**config.mk**
```make
export PLATFORM = sky130hd
export DESIGN_NAME = tlb_fa
export DESIGN_NICKNAME = d
export VERILOG_FILES = /design/src/rtl/tlb_pkg.sv /design/src/rtl/tlb_store.sv /design/src/rtl/tlb_match.sv /design/src/rtl/tlb_nlu.sv /design/src/rtl/tlb_satcnt.sv /design/src/rtl/tlb_fa.sv
export SDC_FILE = /design/constraint.sdc
export NUM_CORES = 2
export LEC_CHECK = 0
export BUFFER_PORTS_ARGS = -buffer_cell sky130_fd_sc_hd__buf_4
export CAP_MARGIN = 20
export CORE_UTILIZATION = 50
export CTS_BUF_LIST = sky130_fd_sc_hd__clkbuf_8 sky130_fd_sc_hd__clkbuf_16
export DETAILED_ROUTE_END_ITERATION = 8
export PLACE_DENSITY = 0.7
export SYNTH_ARGS = -nofsm -noshare
export SYNTH_HDL_FRONTEND = slang
export SYNTH_HIERARCHICAL = 1
export SYNTH_SLANG_ARGS = --single-unit
```
**constraint.sdc**
```tcl
create_clock -name clk_i -period 7.1 [get_ports clk_i]
set_input_delay 0.71 -clock clk_i [delete_from_list [all_inputs] [get_ports clk_i]]
set_output_delay 0.71 -clock clk_i [all_outputs]
set_load 0.02 [all_outputs]
```
**src/rtl/tlb_pkg.sv**
```systemverilog
package tlb_pkg;
  // packed slot: {vpn, mask, asid, glb, v1, v0, pfn1, pfn0}
  function automatic int entry_width(int vpn_w, int asid_w, int pfn_w);
    return 2*vpn_w + asid_w + 3 + 2*pfn_w;
  endfunction
  function automatic int off_v0(int pfn_w);
    return 2*pfn_w;
  endfunction
  function automatic int off_v1(int pfn_w);
    return 2*pfn_w + 1;
  endfunction
  function automatic int off_glb(int pfn_w);
    return 2*pfn_w + 2;
  endfunction
  function automatic int off_asid(int pfn_w);
    return 2*pfn_w + 3;
  endfunction
  function automatic int off_mask(int asid_w, int pfn_w);
    return 2*pfn_w + 3 + asid_w;
  endfunction
  function automatic int off_vpn(int vpn_w, int asid_w, int pfn_w);
    return 2*pfn_w + 3 + asid_w + vpn_w;
  endfunction
endpackage

```
**src/rtl/tlb_store.sv**
```systemverilog
module tlb_store #(
  parameter int N_ENTRIES = 8,
  parameter int IDX_W     = 3,
  parameter int EW        = 91
) (
  input  logic                        clk_i,
  input  logic                        rst_ni,
  input  logic                        flush_i,
  input  logic                        wr_en_i,
  input  logic [IDX_W:0]              wr_idx_i,
  input  logic [EW-1:0]               wr_entry_i,
  output logic                        wr_err_o,
  input  logic [IDX_W-1:0]            rd_idx_i,
  output logic [EW-1:0]               rd_entry_o,
  output logic [N_ENTRIES-1:0][EW-1:0] tab_o
);
  localparam logic [IDX_W:0] NUM = (IDX_W+1)'(N_ENTRIES);

  logic [N_ENTRIES-1:0][EW-1:0] tab_q;
  logic                         err_q;
  logic                         wr_in_rng;
  logic                         rd_in_rng;

  assign wr_in_rng = wr_idx_i < NUM;
  assign rd_in_rng = {1'b0, rd_idx_i} < NUM;

  always_ff @(posedge clk_i or negedge rst_ni) begin
    if (!rst_ni) begin
      tab_q <= '0;
      err_q <= 1'b0;
    end else begin
      err_q <= wr_en_i && !wr_in_rng;
      if (flush_i) begin
        tab_q <= '0;
      end else if (wr_en_i && wr_in_rng) begin
        tab_q[wr_idx_i[IDX_W-1:0]] <= wr_entry_i;
      end
    end
  end

  assign wr_err_o   = err_q;
  assign rd_entry_o = rd_in_rng ? tab_q[rd_idx_i] : '0;
  assign tab_o      = tab_q;

  AST_WR_LANDS: assert property (@(posedge clk_i) disable iff (!rst_ni)
    (wr_en_i && !flush_i && wr_in_rng) |=> tab_q[$past(wr_idx_i[IDX_W-1:0])] == $past(wr_entry_i));
  AST_WR_DROPPED: assert property (@(posedge clk_i) disable iff (!rst_ni)
    (wr_en_i && !flush_i && !wr_in_rng) |=> ($stable(tab_q) && wr_err_o));
  AST_FLUSH_CLEARS: assert property (@(posedge clk_i) disable iff (!rst_ni)
    flush_i |=> (tab_q == '0));
endmodule

```
**src/rtl/tlb_match.sv**
```systemverilog
module tlb_match #(
  parameter int N_ENTRIES = 8,
  parameter int VPN_W     = 20,
  parameter int ASID_W    = 8,
  parameter int PFN_W     = 20,
  parameter int IDX_W     = 3,
  parameter int EW        = 91
) (
  input  logic [N_ENTRIES-1:0][EW-1:0] tab_i,
  input  logic [VPN_W-1:0]             vpn_i,
  input  logic [ASID_W-1:0]            asid_i,
  output logic                         hit_o,
  output logic [IDX_W-1:0]             idx_o,
  output logic [EW-1:0]                entry_o
);
  localparam int O_V0   = tlb_pkg::off_v0(PFN_W);
  localparam int O_V1   = tlb_pkg::off_v1(PFN_W);
  localparam int O_GLB  = tlb_pkg::off_glb(PFN_W);
  localparam int O_ASID = tlb_pkg::off_asid(PFN_W);
  localparam int O_MASK = tlb_pkg::off_mask(ASID_W, PFN_W);
  localparam int O_VPN  = tlb_pkg::off_vpn(VPN_W, ASID_W, PFN_W);

  logic [N_ENTRIES-1:0] match;

  for (genvar g = 0; g < N_ENTRIES; g++) begin : g_cmp
    logic [VPN_W-1:0]  e_vpn;
    logic [VPN_W-1:0]  e_mask;
    logic [ASID_W-1:0] e_asid;
    logic              e_live;
    logic              e_glb;
    assign e_vpn    = tab_i[g][O_VPN +: VPN_W];
    assign e_mask   = tab_i[g][O_MASK +: VPN_W];
    assign e_asid   = tab_i[g][O_ASID +: ASID_W];
    assign e_live   = tab_i[g][O_V0] | tab_i[g][O_V1];
    assign e_glb    = tab_i[g][O_GLB];
    assign match[g] = e_live && (((vpn_i ^ e_vpn) & ~e_mask) == '0)
                      && (e_glb || (e_asid == asid_i));
  end

  // lowest index wins
  always_comb begin
    idx_o = '0;
    for (int i = N_ENTRIES-1; i >= 0; i--) begin
      if (match[i]) idx_o = IDX_W'(i);
    end
  end

  assign hit_o   = |match;
  assign entry_o = hit_o ? tab_i[idx_o] : '0;
endmodule

```
**src/rtl/tlb_nlu.sv**
```systemverilog
module tlb_nlu #(
  parameter int N_ENTRIES = 8,
  parameter int IDX_W     = 3
) (
  input  logic             clk_i,
  input  logic             rst_ni,
  input  logic             flush_i,
  input  logic             adv_i,
  output logic [IDX_W-1:0] ptr_o
);
  localparam logic [IDX_W-1:0] LAST = IDX_W'(N_ENTRIES-1);

  logic [IDX_W-1:0] ptr_q;

  always_ff @(posedge clk_i or negedge rst_ni) begin
    if (!rst_ni)          ptr_q <= '0;
    else if (flush_i)     ptr_q <= '0;
    else if (adv_i)       ptr_q <= (ptr_q == LAST) ? '0 : ptr_q + 1'b1;
  end

  assign ptr_o = ptr_q;

  AST_PTR_WRAP: assert property (@(posedge clk_i) disable iff (!rst_ni)
    (adv_i && !flush_i && ptr_q == LAST) |=> (ptr_q == '0));
  AST_PTR_STEP: assert property (@(posedge clk_i) disable iff (!rst_ni)
    (adv_i && !flush_i && ptr_q != LAST) |=> (ptr_q == $past(ptr_q) + 1'b1));
  AST_PTR_HOLD: assert property (@(posedge clk_i) disable iff (!rst_ni)
    (!adv_i && !flush_i) |=> $stable(ptr_q));
  AST_PTR_FLUSH: assert property (@(posedge clk_i) disable iff (!rst_ni)
    flush_i |=> (ptr_q == '0));
endmodule

```
**src/rtl/tlb_satcnt.sv**
```systemverilog
module tlb_satcnt #(
  parameter int CNT_W = 16
) (
  input  logic             clk_i,
  input  logic             rst_ni,
  input  logic             inc_i,
  output logic [CNT_W-1:0] cnt_o
);
  logic [CNT_W-1:0] cnt_q;

  always_ff @(posedge clk_i or negedge rst_ni) begin
    if (!rst_ni)                    cnt_q <= '0;
    else if (inc_i && cnt_q != '1) cnt_q <= cnt_q + 1'b1;
  end

  assign cnt_o = cnt_q;

  AST_CNT_SATURATES: assert property (@(posedge clk_i) disable iff (!rst_ni)
    (cnt_q == '1) |=> (cnt_q == '1));
  AST_CNT_STEPS: assert property (@(posedge clk_i) disable iff (!rst_ni)
    (inc_i && cnt_q != '1) |=> (cnt_q == $past(cnt_q) + 1'b1));
  AST_CNT_IDLE: assert property (@(posedge clk_i) disable iff (!rst_ni)
    !inc_i |=> $stable(cnt_q));
endmodule

```
**src/rtl/tlb_fa.sv**
```systemverilog
module tlb_fa #(
  parameter int N_ENTRIES = 8,
  parameter int VPN_W     = 20,
  parameter int ASID_W    = 8,
  parameter int PFN_W     = 20,
  parameter int CNT_W     = 16,
  localparam int IDX_W    = $clog2(N_ENTRIES),
  localparam int EW       = tlb_pkg::entry_width(VPN_W, ASID_W, PFN_W)
) (
  input  logic              clk_i,
  input  logic              rst_ni,
  input  logic              lk_valid_i,
  input  logic [VPN_W-1:0]  lk_vpn_i,
  input  logic [ASID_W-1:0] lk_asid_i,
  output logic              lk_hit_o,
  output logic [IDX_W-1:0]  lk_idx_o,
  output logic [EW-1:0]     lk_entry_o,
  input  logic [VPN_W-1:0]  pb_vpn_i,
  input  logic [ASID_W-1:0] pb_asid_i,
  output logic [IDX_W:0]    pb_idx_o,
  input  logic              wr_en_i,
  input  logic [IDX_W:0]    wr_idx_i,
  input  logic [EW-1:0]     wr_entry_i,
  output logic              wr_err_o,
  input  logic [IDX_W-1:0]  rd_idx_i,
  output logic [EW-1:0]     rd_entry_o,
  input  logic              flush_i,
  input  logic              nu_adv_i,
  output logic [IDX_W-1:0]  nu_idx_o,
  output logic [EW-1:0]     nu_entry_o,
  output logic [CNT_W-1:0]  hit_cnt_o,
  output logic [CNT_W-1:0]  miss_cnt_o
);
  localparam int O_V0   = tlb_pkg::off_v0(PFN_W);
  localparam int O_V1   = tlb_pkg::off_v1(PFN_W);
  localparam int O_GLB  = tlb_pkg::off_glb(PFN_W);
  localparam int O_ASID = tlb_pkg::off_asid(PFN_W);
  localparam int O_MASK = tlb_pkg::off_mask(ASID_W, PFN_W);
  localparam int O_VPN  = tlb_pkg::off_vpn(VPN_W, ASID_W, PFN_W);

  logic [N_ENTRIES-1:0][EW-1:0] tab;
  logic                         pb_hit;
  logic [IDX_W-1:0]             pb_idx;
  logic [EW-1:0]                pb_entry;
  logic [IDX_W-1:0]             nu_ptr;

  tlb_store #(.N_ENTRIES(N_ENTRIES), .IDX_W(IDX_W), .EW(EW)) i_store (
    .clk_i, .rst_ni, .flush_i, .wr_en_i, .wr_idx_i, .wr_entry_i, .wr_err_o,
    .rd_idx_i, .rd_entry_o, .tab_o(tab)
  );

  tlb_match #(.N_ENTRIES(N_ENTRIES), .VPN_W(VPN_W), .ASID_W(ASID_W), .PFN_W(PFN_W),
              .IDX_W(IDX_W), .EW(EW)) i_lk_match (
    .tab_i(tab), .vpn_i(lk_vpn_i), .asid_i(lk_asid_i),
    .hit_o(lk_hit_o), .idx_o(lk_idx_o), .entry_o(lk_entry_o)
  );

  tlb_match #(.N_ENTRIES(N_ENTRIES), .VPN_W(VPN_W), .ASID_W(ASID_W), .PFN_W(PFN_W),
              .IDX_W(IDX_W), .EW(EW)) i_pb_match (
    .tab_i(tab), .vpn_i(pb_vpn_i), .asid_i(pb_asid_i),
    .hit_o(pb_hit), .idx_o(pb_idx), .entry_o(pb_entry)
  );

  assign pb_idx_o = pb_hit ? {1'b0, pb_idx} : '1;

  tlb_nlu #(.N_ENTRIES(N_ENTRIES), .IDX_W(IDX_W)) i_nlu (
    .clk_i, .rst_ni, .flush_i, .adv_i(nu_adv_i), .ptr_o(nu_ptr)
  );

  assign nu_idx_o   = nu_ptr;
  assign nu_entry_o = tab[nu_ptr];

  tlb_satcnt #(.CNT_W(CNT_W)) i_hit_cnt (
    .clk_i, .rst_ni, .inc_i(lk_valid_i && lk_hit_o), .cnt_o(hit_cnt_o)
  );

  tlb_satcnt #(.CNT_W(CNT_W)) i_miss_cnt (
    .clk_i, .rst_ni, .inc_i(lk_valid_i && !lk_hit_o), .cnt_o(miss_cnt_o)
  );

  AST_HIT_VPN: assert property (@(posedge clk_i) disable iff (!rst_ni)
    lk_hit_o |-> (((lk_vpn_i ^ lk_entry_o[O_VPN +: VPN_W]) & ~lk_entry_o[O_MASK +: VPN_W]) == '0));
  AST_HIT_ASID: assert property (@(posedge clk_i) disable iff (!rst_ni)
    lk_hit_o |-> (lk_entry_o[O_GLB] || lk_entry_o[O_ASID +: ASID_W] == lk_asid_i));
  AST_HIT_LIVE: assert property (@(posedge clk_i) disable iff (!rst_ni)
    lk_hit_o |-> (lk_entry_o[O_V0] || lk_entry_o[O_V1]));
  AST_PROBE_AGREES: assert property (@(posedge clk_i) disable iff (!rst_ni)
    (pb_vpn_i == lk_vpn_i && pb_asid_i == lk_asid_i)
      |-> (pb_idx_o == (lk_hit_o ? {1'b0, lk_idx_o} : {(IDX_W+1){1'b1}})));
  AST_MISS_ZERO: assert property (@(posedge clk_i) disable iff (!rst_ni)
    !lk_hit_o |-> (lk_idx_o == '0 && lk_entry_o == '0));
endmodule

```
==> results.txt <==
Unrepaired setup endpoints after global routing = false
I/O pin count = 477
Core Area = 115,000 µm²
Worst relative slew slack = 9.311%
Clock Tree Root = clkbuf_16
DP Cell Count = 7,387
Vias per std cell = 7.499
Worst Tran Pin Value = 1.348 ns
# DRC = 0
Max Buffers Root-to-Sink = 3
Crit Path Class = reg2out
Layout cell share with drive strength beyond 1 = 19.21%
Buffers on Ports = 476
Initial Util = 50.65%
Setup TNS = 0 ns
Critical Path Start Type = flop
Initial DRC count = 8,642
Worst min-delay path category = in2async
CTS tree = built
Critical Path Sink Type = output pin
Final Wtd Congestion = 1.173
Worst r2r path cells = 13
Detail Placement HPWL = 180,700 µm
Number of detailed-route iterations in the first pass = 6
Clock Latency Late Sink = 0.71 ns
Total Routed Length = 273,300 µm
VDD IR max = 0.0001976 V
Syn-to-layout area delta = 11.51%
Reg2Reg Launch Point = i_store/tab_o[359]
Vias in the first global route = 53,138
Gate Count Post-Synth = 5,949
Reg2reg setup slack = 1.77 ns
Commonest non-fill, non-tap cell in the layout = o21ai_0
Reg-to-Reg End = i_hit_cnt/cnt_o[14]
Leak Pwr = 0.02618 µW
Finish-stage setup viols = 0
Warnings, synthesis = 6
Slew Viols, Final = 0
Crit share post-route = 88.13%
Arr. time, crit path = 5.55 ns
Largest net degree at the start of global routing = 191
Die ar. = 117,800 µm²
Clock transition at path regs = 0.06 ns
# hold bufs at CTS = 0
Outcome = finished, final reports clean
Fmax = 0.1598 GHz
Max-cap check violation count = 0
Final hold vios = 0
Mapped cell area = 58,230 µm²
Antenna violations before repair = 24
Crit path largest cell delay = 0.96 ns
Remaining Overflow, GRT = 0
First-pass GRT wire length = 391,600 µm
Tmin final = 6.258 ns
Die height = 343.3 µm
Crit-path slowest cell = or4_1
Total CTS buffers = 90
Most common cell on crit path = buf_4
Syn Area/Cell = 9.788 µm²
H-Tree Level Count = 3
Mean routed wirelength per cell = 36.11 µm
DR vias = 56,753
Worst-path fanout max = 87
Critical-path cell list = xnor2_1, o22ai_1, or4_1, nor4_4, buf_4, nor4_2, buf_4, a32o_1, a211oi_1, o21ai_0, buf_4
Setup Fix Bufs, Post-CTS = 0
ANT nets after route = 0
Finished Layout Cells = 7,568
Post-CTS Resized = 0
Crit path required time = 6.39 ns
Cell area power density = 169.2 nW/µm²
Syn_nets = 6,113
CTS sink count = 764
Leading cell types in the layout, fill and taps excluded = o21ai_0 (820), dfrtp_1 (761), buf_4 (559), a21oi_1 (501), nand3_1 (409)
Worst Clk Skew = 0.02103 ns
Global-route usage over all layers = 45.43%
Fillers = 10,003
Die Wd = 343.3 µm
Nets = 6,133
Standard-cell rows = 124
==> report_power, final <==
group	total [µW]	internal [µW]	switching, µW
Combinational	1490	514	972
Clock	4890	2830	2060
Sequential	4600	4420	181
Total	11000	7770	3210
==> through the flow <==
stage | hold slack [ns] | setup WS (ns) | utilization, % | total power [µW] | cell area, µm²
global placement | 0.5457 | 1.567 | 53.74 | 6108 | 61780
floorplan | 0.4144 | 2.977 | - | 5485 | 58230
CTS | 0.06401 | 0.9284 | 56.43 | 10960 | 64880
finish | 0.02417 | 0.8424 | 56.48 | 10980 | 64930
global route | 0.07040 | 0.7930 | 56.47 | 11240 | 64920
detailed placement | 0.5549 | 1.521 | 53.75 | 6119 | 61790
==> worst max-delay path by stage <==
stage	start	endpoint	slack, ns	cells past startpoint
after CTS	i_store/tab_o[359]	lk_entry_o[40]	0.93	11
after global placement	lk_vpn_i[18]	lk_entry_o[60]	1.57	12
after detailed placement	lk_vpn_i[18]	lk_entry_o[40]	1.52	12
after global routing	i_store/tab_o[359]	lk_entry_o[40]	0.79	11
after floorplan	lk_vpn_i[0]	i_hit_cnt/cnt_o[15]	2.98	15
final	i_store/tab_o[359]	lk_entry_o[40]	0.84	11
==> registers in the layout, indices dropped and copies added, names as in the netlist <==
signal            count
i_store/tab_o       728
i_hit_cnt/cnt_o      16
i_miss_cnt/cnt_o     16
i_nlu/ptr_o           3
i_store/wr_err_o      1
==> routing by layer <==
metal  global-route usage [%]  vias to the layer above  part of all wire (%)
met3                    12.57                      965                    13
met4                    27.56                       14                   7.3
met1                    59.88                    28339                    37
met2                    66.60                     4832                    43
met5                        0                        -                 0.034
li1                         -                    22603                     -
==> critical path: cells and delay by family (launching register included) <==
kind	cells	cell delay, ns
flip-flops	1	0.77
buffers and inverters	3	1.38
XOR/XNOR	1	0.19
AND/OR/NAND/NOR	3	1.51
AO/OA/AOI/OAI	4	0.95
==> cell type report <==
| class | count | area, µm² | area share (%) |
|---|---|---|---|
| multi-input cells | 4472 | 35900 | 55.30 |
| clock inverters | 50 | 500.5 | 0.7708 |
| inverters | 55 | 211.5 | 0.3257 |
| clock buffers | 112 | 2589 | 3.987 |
| repair buffers | 586 | 4662 | 7.180 |
| diodes | 17 | 42.54 | 0.06552 |
| flip-flops and latches | 764 | 19130 | 29.46 |
| well taps | 1512 | 1892 | 2.914 |
Power figures use the tool's default switching activity.
